--- config.mk ---
export PLATFORM = sky130hd
export DESIGN_NAME = prate_pwm
export DESIGN_NICKNAME = d
export VERILOG_FILES = /design/src/rtl/prate_pkg.sv /design/src/rtl/prate_regs.sv /design/src/rtl/prate_counter.sv /design/src/rtl/prate_compare.sv /design/src/rtl/prate_pwm.sv
export SDC_FILE = /design/constraint.sdc
export NUM_CORES = 1
export LEC_CHECK = 0
export ABC_AREA = 1
export BUFFER_PORTS_ARGS = -buffer_cell sky130_fd_sc_hd__buf_2
export CAP_MARGIN = 15
export CORE_AREA = 8 8 56 77
export CTS_CLUSTER_DIAMETER = 150
export DETAILED_ROUTE_END_ITERATION = 10
export DIE_AREA = 0 0 64 85
export PLACE_DENSITY = 0.72
export SKIP_LAST_GASP = 1
export SYNTH_ARGS = -nofsm -noshare
export SYNTH_HDL_FRONTEND = slang
export SYNTH_HIERARCHICAL = 1
export SYNTH_SLANG_ARGS = --single-unit
--- constraint.sdc ---
create_clock -name clk -period 1.6 [get_ports clk]
set_input_delay 0.08 -clock clk [delete_from_list [all_inputs] [get_ports clk]]
set_output_delay 0.08 -clock clk [all_outputs]
set_load 0.005 [all_outputs]
--- src/rtl/prate_pkg.sv ---
package prate_pkg;
  localparam int CNT_W  = 8;
  localparam int PS_W   = 2;
  localparam int DUTY_W = CNT_W - 1;
  localparam int DATA_W = 8;
  localparam int ADDR_W = 2;
  localparam int RUN_BIT = DATA_W - 1;
  localparam logic [ADDR_W-1:0] OFS_CTRL = ADDR_W'(0);
  localparam logic [ADDR_W-1:0] OFS_DUTY = ADDR_W'(1);

  // index of the counter bit that restarts the count
  function automatic int top_bit(input logic [PS_W-1:0] ps);
    return CNT_W - 1 - int'(ps);
  endfunction

  function automatic logic [CNT_W-1:0] active_mask(input logic [PS_W-1:0] ps);
    return CNT_W'((1 << top_bit(ps)) - 1);
  endfunction

  function automatic logic [CNT_W-1:0] full_scale(input logic [PS_W-1:0] ps);
    return CNT_W'(1 << top_bit(ps));
  endfunction

  // next counter value on a tick
  function automatic logic [CNT_W-1:0] step_count(input logic [CNT_W-1:0] cnt,
                                                  input logic [PS_W-1:0]  ps);
    logic [CNT_W-1:0] nxt;
    nxt = cnt + CNT_W'(1);
    if ((nxt & full_scale(ps)) != '0) nxt = '0;
    return nxt;
  endfunction
endpackage

--- src/rtl/prate_regs.sv ---
module prate_regs
  import prate_pkg::*;
(
  input  logic              clk,
  input  logic              rst_n,
  input  logic [ADDR_W-1:0] addr_i,
  input  logic              wr_en_i,
  input  logic [DATA_W-1:0] wdata_i,
  input  logic              rd_en_i,
  output logic [DATA_W-1:0] rdata_o,
  output logic              run_o,
  output logic [PS_W-1:0]   ps_o,
  output logic [DUTY_W-1:0] duty_o
);
  logic wr_ctrl, wr_duty;
  logic [DATA_W-1:0] rd_mux;

  assign wr_ctrl = wr_en_i && (addr_i == OFS_CTRL);
  assign wr_duty = wr_en_i && (addr_i == OFS_DUTY);

  always_ff @(posedge clk or negedge rst_n) begin
    if (!rst_n) begin
      run_o  <= 1'b0;
      ps_o   <= '0;
      duty_o <= '0;
    end else begin
      if (wr_ctrl) begin
        run_o <= wdata_i[RUN_BIT];
        ps_o  <= wdata_i[PS_W-1:0];
      end
      if (wr_duty) duty_o <= wdata_i[DUTY_W-1:0];
    end
  end

  always_comb begin
    rd_mux = '0;
    if (addr_i == OFS_CTRL) begin
      rd_mux[RUN_BIT]    = run_o;
      rd_mux[PS_W-1:0]   = ps_o;
    end else if (addr_i == OFS_DUTY) begin
      rd_mux[DUTY_W-1:0] = duty_o;
    end
  end

  always_ff @(posedge clk or negedge rst_n) begin
    if (!rst_n)       rdata_o <= '0;
    else if (rd_en_i) rdata_o <= rd_mux;
  end

  assert_other_ofs_R10: assert property (@(posedge clk) disable iff (!rst_n)
    (wr_en_i && addr_i != OFS_CTRL && addr_i != OFS_DUTY)
      |=> ($stable(run_o) && $stable(ps_o) && $stable(duty_o)));

  assert_duty_read_R9: assert property (@(posedge clk) disable iff (!rst_n)
    (rd_en_i && addr_i == OFS_DUTY) |=> (rdata_o == {1'b0, $past(duty_o)}));

  assert_rd_hold_R9: assert property (@(posedge clk) disable iff (!rst_n)
    !rd_en_i |=> $stable(rdata_o));
endmodule

--- src/rtl/prate_counter.sv ---
module prate_counter
  import prate_pkg::*;
(
  input  logic             clk,
  input  logic             rst_n,
  input  logic             run_i,
  input  logic [PS_W-1:0]  ps_i,
  input  logic             tick_i,
  output logic [CNT_W-1:0] count_o,
  output logic             wrap_evt
);
  logic [CNT_W-1:0] stepped;

  assign stepped  = step_count(count_o, ps_i);
  assign wrap_evt = run_i && tick_i && (stepped == '0);

  always_ff @(posedge clk or negedge rst_n) begin
    if (!rst_n)      count_o <= '0;
    else if (!run_i) count_o <= '0;
    else if (tick_i) count_o <= stepped;
  end

  assert_hold_zero_R2: assert property (@(posedge clk) disable iff (!rst_n)
    !run_i |=> (count_o == '0));

  assert_no_tick_R3: assert property (@(posedge clk) disable iff (!rst_n)
    (run_i && !tick_i) |=> $stable(count_o));

  assert_wrap_R4: assert property (@(posedge clk) disable iff (!rst_n)
    wrap_evt |=> (count_o == '0));
endmodule

--- src/rtl/prate_compare.sv ---
module prate_compare
  import prate_pkg::*;
(
  input  logic              clk,
  input  logic              rst_n,
  input  logic              run_i,
  input  logic [PS_W-1:0]   ps_i,
  input  logic [CNT_W-1:0]  count_i,
  input  logic [DUTY_W-1:0] duty_i,
  output logic              pwm_o
);
  logic [CNT_W-1:0] active;
  logic             below;

  assign active = count_i & active_mask(ps_i);
  assign below  = active < CNT_W'(duty_i);
  assign pwm_o  = run_i && below;

  assert_zero_duty_R5: assert property (@(posedge clk) disable iff (!rst_n)
    (duty_i == '0) |-> !pwm_o);

  assert_full_high_R6: assert property (@(posedge clk) disable iff (!rst_n)
    (run_i && CNT_W'(duty_i) >= full_scale(ps_i)) |-> pwm_o);

  assert_idle_low_R2: assert property (@(posedge clk) disable iff (!rst_n)
    !run_i |-> !pwm_o);
endmodule

--- src/rtl/prate_pwm.sv ---
module prate_pwm
  import prate_pkg::*;
(
  input  logic              clk,
  input  logic              rst_n,
  input  logic              tick_i,
  input  logic [ADDR_W-1:0] addr_i,
  input  logic              wr_en_i,
  input  logic [DATA_W-1:0] wdata_i,
  input  logic              rd_en_i,
  output logic [DATA_W-1:0] rdata_o,
  output logic              pwm_o
);
  logic              run;
  logic [PS_W-1:0]   ps;
  logic [DUTY_W-1:0] duty;
  logic [CNT_W-1:0]  count;
  logic              wrap_evt;

  prate_regs u_regs (
    .clk(clk), .rst_n(rst_n), .addr_i(addr_i), .wr_en_i(wr_en_i),
    .wdata_i(wdata_i), .rd_en_i(rd_en_i), .rdata_o(rdata_o),
    .run_o(run), .ps_o(ps), .duty_o(duty)
  );

  prate_counter u_cnt (
    .clk(clk), .rst_n(rst_n), .run_i(run), .ps_i(ps), .tick_i(tick_i),
    .count_o(count), .wrap_evt(wrap_evt)
  );

  prate_compare u_cmp (
    .clk(clk), .rst_n(rst_n), .run_i(run), .ps_i(ps), .count_i(count),
    .duty_i(duty), .pwm_o(pwm_o)
  );

  // a prescaler change alone never clears the counter
  assert_keep_count_R8: assert property (@(posedge clk) disable iff (!rst_n)
    (run && !tick_i && wr_en_i && addr_i == OFS_CTRL && wdata_i[RUN_BIT])
      |=> $stable(count));
endmodule

==> impl_summary.log, run 1 <==
INFO  metric run_status = finished, violations left
INFO  metric violations_in_the_final_reports = negative setup slack
INFO  metric portBuffers = 23
INFO  metric critPathMaxFanout = 2
INFO  metric die_area = 0.005440 mm2
INFO  metric cp_slowest_cell = dfrtp_1
INFO  metric setup-tns-final = -0.02091 ns
INFO  metric tritoncts_num_sinks = 26
INFO  metric antenna_cells = 0
INFO  metric timing_worst_setup_path_type = flip-flop to output pin
INFO  metric final_critical_path_setup_slack = -0.02091 ns
INFO  metric power.leakage = a little under 1 nW
INFO  metric finalHoldViolations = 0
INFO  metric fin_skew = roughly 0.0021 ns
INFO  metric crit_required = 1.52 ns
INFO  metric first_global_vias = 1343
INFO  metric hold_path_class = input pin to flip-flop
INFO  metric cts_buffers = 3
INFO  metric floorplan.initialDensity = 46.14%
INFO  metric clock_network_latency_to_the_later_pin_of_the_worst_skew_pair = 0.26 ns
INFO  metric report.final.slew_viol_count = 0
INFO  metric track_usage = 12.86%
INFO  metric maxUsedRoutingLayer = met4
INFO  metric drv.max_cap_violation_count = 0
INFO  metric start_kind = flip-flop
INFO  metric num_ports = 24
INFO  metric row_count = 25
INFO  metric worst_hold_startpoint = wdata_i[5]
INFO  metric worstMarginPinSlew = 0.5958 ns
INFO  metric clk_pin_slew = 0.09 ns
INFO  metric detailedPlacementHpwl = 2.567 mm
INFO  metric met3_length = 123 um
INFO  metric fp.dieH = 85 um
INFO  metric setup_repair_after_global_routing_missed_its_margin = true
INFO  metric grt_antenna_before_repair = 0
INFO  metric gpl_wtd_cong = roughly 0.92
INFO  metric instances_no_fill = 269
INFO  metric timing.final.crit_period = 1.621 ns
INFO  metric critical-path-top-cell-by-count = inv_1
INFO  metric post-route-util = 56.97%
INFO  metric clockRootBuffer = clkbuf_8
INFO  metric grt_start_max_net_pins = 27
INFO  metric route.final.wire_length = 3.659 mm
INFO  metric worst-endpoint-arrival = between 1.5 and 2 ns
INFO  metric final_min_period_over_clock_period = 101.3%
INFO  metric avgRoutedWirePerCell = 13.60 um
INFO  metric crit_path_end_kind = output pin
INFO  metric firstDrtPassIters = 4
INFO  metric clock_tree.buffer_depth = 2
INFO  metric die_width = 64 um
INFO  metric synthesis.instances = about 200
INFO  metric fin_nets = 253
INFO  metric max-vdd-ir-drop = ~0.74 mV
INFO  metric drtIter0Drc = 34
INFO  metric routedLengthMet1 = 1.479 mm
INFO  metric drc_violation_count_after_routing = 0
INFO  metric cts-htree-levels = 1
INFO  metric num-fill-cells = 317
INFO  metric placeable_area = 0.003222 mm2
INFO  metric mappedNetlistNets = 217
INFO  metric post_synth_instance_area = 0.001486 mm2
INFO  metric crit_path_max_incr_delay = 0.40 ns
INFO  metric vias = roughly 1400
INFO  metric cts_tree = yes
INFO  metric final_antenna_net_count = 0
INFO  metric routed-wl-met2 = 1.962 mm
INFO  metric p_total = 0.001437 W
INFO  metric achievable-frequency = approximately 620 MHz
INFO  metric dpl.cell_count = 259
INFO  metric setup_viol = 1
INFO  metric area_growth_syn_to_layout = 23.48%
INFO  metric overflow_after_grt = 0
INFO  metric cp-startpoint = u_cnt/count_o[5]
INFO  metric pwr_dens = 783.1 mW/mm2
INFO  metric wire_length_of_the_first_global_routing_pass = 5.747 mm
INFO  metric post_synth.cell_area_avg = 7.623 um2
INFO  metric worst_r2r_startpoint = u_cnt/count_o[0]
INFO  metric detail_route.vias_per_cell = just over 5
INFO  metric timing.critical_path.cells = inv_1 > nor2_1 > ha_1 > nand2_1 > inv_1 > o21ai_2 > nand3_1 > a21oi_2 > buf_2
INFO  metric yosysWarningCount = 6
INFO  metric relSlewSlack = ~60%
INFO  metric layout-drive-gt1-share = 29.69%
==> per-stage QoR <==
stage / hold WS, ns / area [um2] / setup WS, ns
global placement: 0.1209 / 1658 / -0.008515
CTS: 0.002410 / 1737 / -0.03603
global route: 0.01341 / 1836 / -0.1459
finish: 0.003140 / 1836 / -0.02091
floorplan: -0.2156 / 1486 / 0.1708
detailed placement: 0.1195 / 1658 / -0.05483
==> repair_timing <==
action	in CTS	in global routing
resized for setup	4	21
endpoints found under the hold margin	26	0
hold buffers	1	0
pin swaps	2	8
setup buffers	2	4
endpoints found under the setup margin	9	9
==> registers in the layout, indices dropped and copies added (netlist names) <==
register        cells
u_regs/run_o        1
u_regs/duty_o       7
u_regs/rdata_o      8
u_regs/ps_o         2
u_cnt/count_o       8
==> path summary, 6_finish.rpt <==
path                                     endpoint  slack (ns)  cells past startpoint
worst max-delay path                        pwm_o       -0.02                      9
worst min-delay path             u_regs/duty_o[5]       0.003                      3
worst max register to register   u_cnt/count_o[2]        0.03                      9
worst min register to register  u_regs/rdata_o[1]        0.48                      2
max in group asynchronous        u_cnt/count_o[2]        0.83                      2
min in group asynchronous        u_cnt/count_o[7]        0.35                      2
==> power breakdown <==
| group | internal (W) | switching [W] | total, W |
|---|---|---|---|
| Sequential | 0.000718 | 0.0000611 | 0.000779 |
| Clock | 0.000168 | 0.000196 | 0.000365 |
| Combinational | 0.000121 | 0.000173 | 0.000294 |
| Total | 0.00101 | 0.000430 | 0.00144 |
==> critical path: cells and delay by family (launching register included) <==
kind / cells / cell delay [ns]
buf+inv: 3 / 0.21
fa+ha+maj: 1 / 0.28
simple gates: 3 / 0.19
flops: 1 / 0.40
compound gates: 2 / 0.19
==> cell usage in the layout (no fill, tap or decap) <==
| master | instances |
|---|---|
| nand3b_1 | 1 |
| inv_1 | 24 |
| buf_2 | 23 |
| a21oi_2 | 1 |
| o21ai_2 | 2 |
| o21ai_1 | 7 |
| o22ai_1 | 4 |
| o22ai_2 | 2 |
| nand3_4 | 1 |
| buf_4 | 9 |
| dfrtp_2 | 1 |
| inv_2 | 2 |
| nand3_2 | 9 |
| clkbuf_8 | 3 |
| nand2_1 | 72 |
| ha_1 | 6 |
| ha_2 | 1 |
| dfrtp_1 | 25 |
| nor2_1 | 6 |
| a21oi_1 | 1 |
| clkinv_2 | 1 |
| nand3_1 | 9 |
| nor2_4 | 3 |
| a21boi_1 | 1 |
| dlygate4sd3_1 | 1 |
| and2_1 | 2 |
| and3_1 | 1 |
| xor2_1 | 1 |
| nor2_2 | 2 |
| nand2_2 | 7 |
| nor3b_2 | 1 |
==> layer usage <==
layer	vias to the layer above	global-route usage, %
met3	12	2.635
met5	-	0
met4	0	4.888
met2	33	24.11
li1	681	-
met1	626	13.38
==> cell type report <==
| class | count | area [um2] | share of cell area [%] |
|---|---|---|---|
| Tap cell | 40 | 50.05 | 2.727 |
| Sequential cell | 26 | 651.9 | 35.51 |
| Inverter | 27 | 102.6 | 5.590 |
| Timing Repair Buffer | 33 | 192.7 | 10.50 |
| Multi-Input combinational cell | 140 | 797.0 | 43.42 |
| Clock buffer | 3 | 41.29 | 2.249 |
No activity file was read; power rests on OpenSTA's default activity.
==> inputs of run 2 (changes only) <==
- ABC_AREA: 1 -> 0
- CORE_AREA: 8 8 56 77 -> 8 8 57 78
- DIE_AREA: 0 0 64 85 -> 0 0 65 86
- PLACE_DENSITY: 0.72 -> 0.73
==> impl_summary.log, run 2 <==
INFO  metric finalHoldViolations = 0 (unchanged)
INFO  metric clockRootBuffer = clkbuf_8
INFO  metric regs_by_ff_count = u_cnt/count_o x8, u_regs/rdata_o x8, u_regs/duty_o x7
INFO  metric critPathMaxFanout = 5 (+3)
INFO  metric report.final.slew_viol_count = 0 (unchanged)
INFO  metric crit_required = 1.52 ns (about the same)
INFO  metric cp_slowest_cell = dfrtp_1
INFO  metric routedLengthMet1 = 1.560 mm (+5.5%)
INFO  metric row_count = 25 (unchanged)
INFO  metric wire_length_of_the_first_global_routing_pass = 6.610 mm (+15%)
INFO  metric crit_path_max_incr_delay = 0.41 ns (about the same)
INFO  metric fp.dieH = 86 um (+1.2%)
INFO  metric layout-drive-gt1-share = 41.92% (+12 points)
INFO  metric maxUsedRoutingLayer = met4
INFO  metric routed-wl-met2 = 2.176 mm (+11%)
INFO  metric worst-endpoint-arrival = 1.85 ns (+0.31 ns)
INFO  metric tritoncts_num_sinks = 26 (unchanged)
INFO  metric area_growth_syn_to_layout = 33.11%
INFO  metric route.final.wire_length = 4.115 mm (+12%)
INFO  metric hold_path_class = input pin to flip-flop
INFO  metric detail_route.vias_per_cell = 5.735 (+14%)
INFO  metric start_kind = flip-flop
INFO  metric die_area = 0.005590 mm2 (+2.8%)
INFO  metric mappedNetlistNets = 169 (-22%)
INFO  metric first_global_vias = 1433 (+6.7%)
INFO  metric firstDrtPassIters = 4 (unchanged)
INFO  metric drv.max_cap_violation_count = 0 (unchanged)
INFO  metric num-fill-cells = 258 (-19%)
INFO  metric avgRoutedWirePerCell = 17.29 um (+27%)
INFO  metric clk_pin_slew = 0.10 ns (about the same)
INFO  metric antenna_cells = 0 (unchanged)
INFO  metric track_usage = 14.93% (+2.1 points)
INFO  metric drtIter0Drc = 95 (+180%)
INFO  metric layout_common_cells = 25 x buf_4, 25 x dfrtp_1, 23 x buf_2
INFO  metric clock_network_latency_to_the_later_pin_of_the_worst_skew_pair = 0.28 ns (+0.02 ns)
INFO  metric num_ports = 24 (unchanged)
INFO  metric cts_buffers = 3 (unchanged)
INFO  metric final_min_period_over_clock_period = 120.3% (+19 points)
INFO  metric crit_path_end_kind = output pin
INFO  metric final_antenna_net_count = 0 (unchanged)
INFO  metric cts-htree-levels = 1 (unchanged)
INFO  metric post_synth.cell_area_avg = 10.33 um2 (+36%)
INFO  metric instances_no_fill = 238 (-12%)
INFO  metric run_status = finished, violations left
INFO  metric final-seq-area = 651.9 um2 (unchanged)
INFO  metric vias = 1365 (+0.96%)
INFO  metric placeable_area = 0.003284 mm2 (+1.9%)
INFO  metric clock_tree.buffer_depth = 2 (unchanged)
INFO  metric fin_skew = 0.009731 ns (+0.007658 ns)
INFO  metric post_synth_instance_area = 0.001519 mm2 (+2.2%)
INFO  metric max-vdd-ir-drop = 0.5834 mV (-22%)
INFO  metric detailedPlacementHpwl = 2.968 mm (+16%)
INFO  metric yosysWarningCount = 6 (unchanged)
INFO  metric floorplan.initialDensity = 46.25% (+0.11 points)
INFO  metric die_width = 65 um (+1.6%)
INFO  metric relSlewSlack = 60.85% (+0.57 points)
INFO  metric grt_start_max_net_pins = 27 (unchanged)
INFO  metric met3_length = 250 um (+100%)
INFO  metric power.leakage = 0.9629 nW (-0.13%)
INFO  metric fin_nets = 221 (-13%)
INFO  metric overflow_after_grt = 0 (unchanged)
INFO  metric portBuffers = 23 (unchanged)
INFO  metric dpl.cell_count = 225 (-13%)
INFO  metric p_total = 0.001872 W (+30%)
INFO  metric drc_violation_count_after_routing = 0 (unchanged)
INFO  metric violations_in_the_final_reports = negative setup slack
INFO  metric multi_input_area = 823.3 um2 (+3.3%)
INFO  metric final_critical_path_setup_slack = -0.3255 ns (-0.3046 ns)
INFO  metric timing.critical_path.cells = buf_6 > nor3b_2 > ha_1 > nand2_1 > nand4b_1 > a41oi_2 > buf_2
INFO  metric timing.final.crit_period = 1.925 ns (+0.3046 ns)
INFO  metric grt_antenna_before_repair = 0 (unchanged)
INFO  metric setup_repair_after_global_routing_missed_its_margin = true
INFO  metric gpl_wtd_cong = 0.8796 (-4.4%)
INFO  metric timing_worst_setup_path_type = flip-flop to output pin
INFO  metric achievable-frequency = 519.4 MHz (-16%)
INFO  metric worstMarginPinSlew = 0.5872 ns (-0.008604 ns)
INFO  metric pwr_dens = 925.8 mW/mm2 (+18%)
INFO  metric synthesis.instances = 147 (-25%)
INFO  metric cts_tree = yes
INFO  metric setup_viol = 9 (+8)
-- run 2: worst paths after layout --
path | from | end | slack, ns | depth (start not counted)
min | wdata_i[2] | u_regs/duty_o[2] | 0.04 | 2
min in group asynchronous | rst_n | u_cnt/count_o[7] | 0.33 | 2
min reg2reg | u_regs/rdata_o[2] | u_regs/rdata_o[2] | 0.53 | 2
max | u_cnt/count_o[6] | pwm_o | -0.33 | 7
max reg2reg | u_regs/ps_o[1] | u_cnt/count_o[2] | -0.29 | 6
max in group asynchronous | rst_n | u_cnt/count_o[0] | 0.84 | 2
-- run 2: timing repair --
action	4_1_cts	5_1_grt
endpoints found under the setup margin	9	9
hold buffers	1	0
pin swaps	5	3
buffers inserted	7	1
hold endpoints to repair	26	0
resized for setup	8	5
-- run 2: area by class of cell --
type / instances / share of cell area (%)
clock buffers: 3 / 2.042
clock inverters: 1 / 1.485
repair buffers: 53 / 17.70
well taps: 40 / 2.475
flip-flops and latches: 26 / 32.24
multi-input cells: 97 / 40.72
inverters: 18 / 3.342
-- run 2: stage by stage --
step | setup TNS [ns] | utilization (%) | area (um2) | hold slack, ns | setup WS [ns]
detailed placement | -1.964 | 55.09 | 1809 | 0.1095 | -0.3182
CTS | -1.727 | 60.38 | 1983 | 0.03383 | -0.3087
floorplan | -0.8638 | - | 1530 | -0.2156 | -0.2310
finish | -1.891 | 61.56 | 2022 | 0.03539 | -0.3255
global route | -2.425 | 61.56 | 2022 | 0.03042 | -0.3848
global placement | -1.441 | 55.09 | 1809 | 0.1037 | -0.2561
-- run 2: power breakdown --
group	leakage [nW]	switching (W)	internal [W]
registers	0.335	0.0000741	0.000733
logic	0.592	0.000241	0.000272
clock network	0.0357	0.000216	0.000335
total	0.963	0.000532	0.00134
-- run 2: critical path: cells and delay by family, from the launching register on --
kind / cells / cell delay (ns)
flip-flops: 1 / 0.41
AND/OR/NAND/NOR: 3 / 0.37
adder cells (fa/ha/maj): 1 / 0.32
buffers and inverters: 2 / 0.28
AO/OA/AOI/OAI: 1 / 0.20
-- run 2: per-layer routing --
layer,vias to the layer above,track usage (%)
met2,65,27.59
met1,642,15.28
li1,641,-
met5,-,0
met3,17,2.999
met4,0,7.371
==> inputs of run 3 (changes only) <==
- PLACE_DENSITY: 0.73 -> unset
- PLACE_DENSITY_LB_ADDON: unset -> 0.25
- SETUP_SLACK_MARGIN: unset -> 0.2
==> impl_summary.log, run 3 (synthesis gave the netlist of run 2 again) <==
INFO  metric final_critical_path_setup_slack = -0.3075 ns (+0.01799 ns)
INFO  metric worst_r2r_startpoint = u_regs/ps_o[1]
INFO  metric cts_tree = yes
INFO  metric switching_share = 29.40% (+0.99 points)
INFO  metric start_kind = flip-flop
INFO  metric clock_network_latency_to_the_later_pin_of_the_worst_skew_pair = 0.27 ns (about the same)
INFO  metric layout-drive-gt1-share = 41.15% (-0.77 points)
INFO  metric row_count = 25 (unchanged)
INFO  metric regs_by_ff_count = u_cnt/count_o x8, u_regs/rdata_o x8, u_regs/duty_o x7
INFO  metric detailedPlacementHpwl = 2.762 mm (-7.0%)
INFO  metric timing_worst_setup_path_type = flip-flop to output pin
INFO  metric cts-htree-levels = 1 (unchanged)
INFO  metric final_antenna_net_count = 0 (unchanged)
INFO  metric worstMarginPinSlew = 0.5921 ns (+0.004874 ns)
INFO  metric r2r.worst_path.cells = 6 (unchanged)
INFO  metric path_buf_inv = 2 (unchanged)
INFO  metric setup_viol = 9 (unchanged)
INFO  metric portBuffers = 23 (unchanged)
INFO  metric clk_pin_slew = 0.09 ns (about the same)
INFO  metric timing.final.crit_period = 1.907 ns (-0.01799 ns)
INFO  metric run_status = finished, violations left
INFO  metric fin_skew = 0.005066 ns (-0.004665 ns)
INFO  metric power.leakage = 0.9256 nW (-3.9%)
INFO  metric fin_nets = 215 (-2.7%)
INFO  metric drtIter0Drc = 73 (-23%)
INFO  metric power.internal = 0.001189 W (-11%)
INFO  metric cp_slowest_cell = dfrtp_1
INFO  metric first_global_vias = 1326 (-7.5%)
INFO  metric critPathMaxFanout = 3 (-2)
INFO  metric worst_hold_path.num_cells = 2 (unchanged)
INFO  metric crit_path_end_kind = output pin
INFO  metric final-seq-area = 653.1 um2 (+0.19%)
INFO  metric cp-startpoint = u_cnt/count_o[5]
INFO  metric drc_violation_count_after_routing = 0 (unchanged)
INFO  metric worst_r2r_endpoint = u_cnt/count_o[2]
INFO  metric relSlewSlack = 60.53% (-0.32 points)
INFO  metric track_usage = 13.77% (-1.2 points)
INFO  metric crit_path_max_incr_delay = 0.42 ns (about the same)
INFO  metric crit_family = flip-flops
INFO  metric report.final.slew_viol_count = 0 (unchanged)
INFO  metric finalHoldViolations = 0 (unchanged)
INFO  metric num-fill-cells = 305 (+18%)
INFO  metric power_switching = 0.0004951 W (-6.9%)
INFO  metric achievable-frequency = 524.3 MHz (+0.94%)
INFO  metric route.final.wire_length = 3.745 mm (-9.0%)
INFO  metric detail_route.vias_per_cell = 5.522 (-3.7%)
INFO  metric layout_common_cells = 24 x dfrtp_1, 23 x buf_2, 19 x buf_4
INFO  metric relative_contribution_of_combinational_cells_to_total_power = 26.2% (-1.2 points)
INFO  metric antenna_cells = 0 (unchanged)
INFO  metric die_area = 0.005590 mm2 (unchanged)
INFO  metric overflow_after_grt = 0 (unchanged)
INFO  metric violations_in_the_final_reports = negative setup slack
INFO  metric firstDrtPassIters = 4 (unchanged)
INFO  metric vias = 1281 (-6.2%)
INFO  metric floorplan.initialDensity = 46.25% (unchanged)
INFO  metric clockRootBuffer = clkbuf_8
INFO  metric pwr-share-seq = 48.3% (+5.2 points)
INFO  metric hold_path_class = input pin to flip-flop
INFO  metric hold_path_end = u_regs/duty_o[5]
INFO  metric crit_required = 1.52 ns (about the same)
INFO  metric area_growth_syn_to_layout = 29.32%
INFO  metric max-vdd-ir-drop = 0.5413 mV (-7.2%)
INFO  metric cts_buffers = 3 (unchanged)
INFO  metric setup_repair_after_global_routing_missed_its_margin = true
INFO  metric wire_length_of_the_first_global_routing_pass = 6.182 mm (-6.5%)
INFO  metric layout_commonest_cell = dfrtp_1
INFO  metric num_ports = 24 (unchanged)
INFO  metric gpl_wtd_cong = 0.8387 (-4.6%)
INFO  metric multi_input_area = 825.8 um2 (+0.30%)
INFO  metric clock_tree.buffer_depth = 2 (unchanged)
INFO  metric dpl_worst_slack = -0.2967 ns (+0.02151 ns)
INFO  metric timing.critical_path.cells = buf_4 > nor2b_1 > ha_1 > nand3_1 > nand4b_1 > a41oi_2 > buf_2
INFO  metric pwr_dens = 857.2 mW/mm2 (-7.4%)
INFO  metric fp.dieH = 86 um (unchanged)
INFO  metric worst_hold_startpoint = wdata_i[5]
INFO  metric drv.max_cap_violation_count = 0 (unchanged)
INFO  metric worst-r2r-setup-slack = -0.23 ns (+0.06 ns)
INFO  metric grt_start_max_net_pins = 27 (unchanged)
INFO  metric final_min_period_over_clock_period = 119.2% (-1.1 points)
INFO  metric tritoncts_num_sinks = 26 (unchanged)
INFO  metric worst-endpoint-arrival = 1.83 ns (-0.02 ns)
INFO  metric avgRoutedWirePerCell = 16.14 um (-6.6%)
INFO  metric fin_hold_ws = 0.03470 ns (-0.0006924 ns)
INFO  metric grt_antenna_before_repair = 0 (unchanged)
INFO  metric placeable_area = 0.003284 mm2 (unchanged)
INFO  metric die_width = 65 um (unchanged)
INFO  metric share_clk_of_total_power = 25.5% (-4.0 points)
run 3: cell count changes in the layout (fill, tap and decap cells not counted), sizes merged:
| cell | previous run | this run |
|---|---|---|
| buf | 52 | 46 |
| bufinv | 1 | 0 |
| clkbuf | 3 | 4 |
run 3: worst max path at each step:
stage	slack [ns]	depth (start not counted)	to
detailed placement	-0.30	5	u_cnt/count_o[3]
global route	-0.42	7	pwm_o
global placement	-0.22	5	u_cnt/count_o[3]
CTS	-0.29	7	pwm_o
floorplan	-0.23	6	u_cnt/count_o[3]
finish	-0.31	7	pwm_o
run 3: worst register-to-register path, cell delays in order (launching register included):
cell	delay (ns)
dfrtp_1	0.41
buf_4	0.16
nor2b_2	0.12
a311oi_2	0.06
or4_4	0.55
and4_4	0.22
a22o_1	0.21
run 3: through the flow:
stage	instances	cell area [um2]	total power, W	setup TNS, ns	util (%)
floorplan	147	1530	0.001052	-0.8638	-
global placement	222	1787	0.001186	-1.362	54.40
detailed placement	222	1787	0.001209	-1.913	54.40
CTS	231	1926	0.001666	-1.307	58.63
global route	232	1964	0.001784	-2.319	59.81
finish	232	1964	0.001684	-1.524	59.81
run 3: power groups by stage:
stage          logic [W]  registers [W]  clock network [W]
5_1_grt         0.000491       0.000830           0.000463
3_5_place_dp    0.000384       0.000825                  0
6_report        0.000441       0.000814           0.000430
2_1_floorplan   0.000247       0.000805                  0
3_3_place_gp    0.000366       0.000819                  0
4_1_cts         0.000425       0.000810           0.000431
run 3: cell type report:
class / instances / share of cell area (%)
clock buffers: 4 / 2.803
inverters: 18 / 3.439
well taps: 40 / 2.548
repair buffers: 47 / 15.92
multi-input cells: 97 / 42.04
flip-flops and latches: 26 / 33.25
run 3: what timing repair did:
item | CTS | global route
resized for setup | 9 | 7
setup buffers | 4 | 1
setup endpoints to repair | 9 | 9
pin swaps | 5 | 6
endpoints found under the hold margin | 26 | 0
hold buffers | 1 | 0
gates cloned | 0 | 0
run 3: routing by layer:
| layer | share of wire [%] | up-vias | global-route usage [%] |
|---|---|---|---|
| met5 | 0 | - | 0 |
| met4 | 0.48 | 0 | 3.586 |
| met3 | 4.7 | 2 | 2.608 |
| met2 | 57 | 31 | 26.59 |
| met1 | 38 | 627 | 14.45 |
| li1 | - | 621 | - |
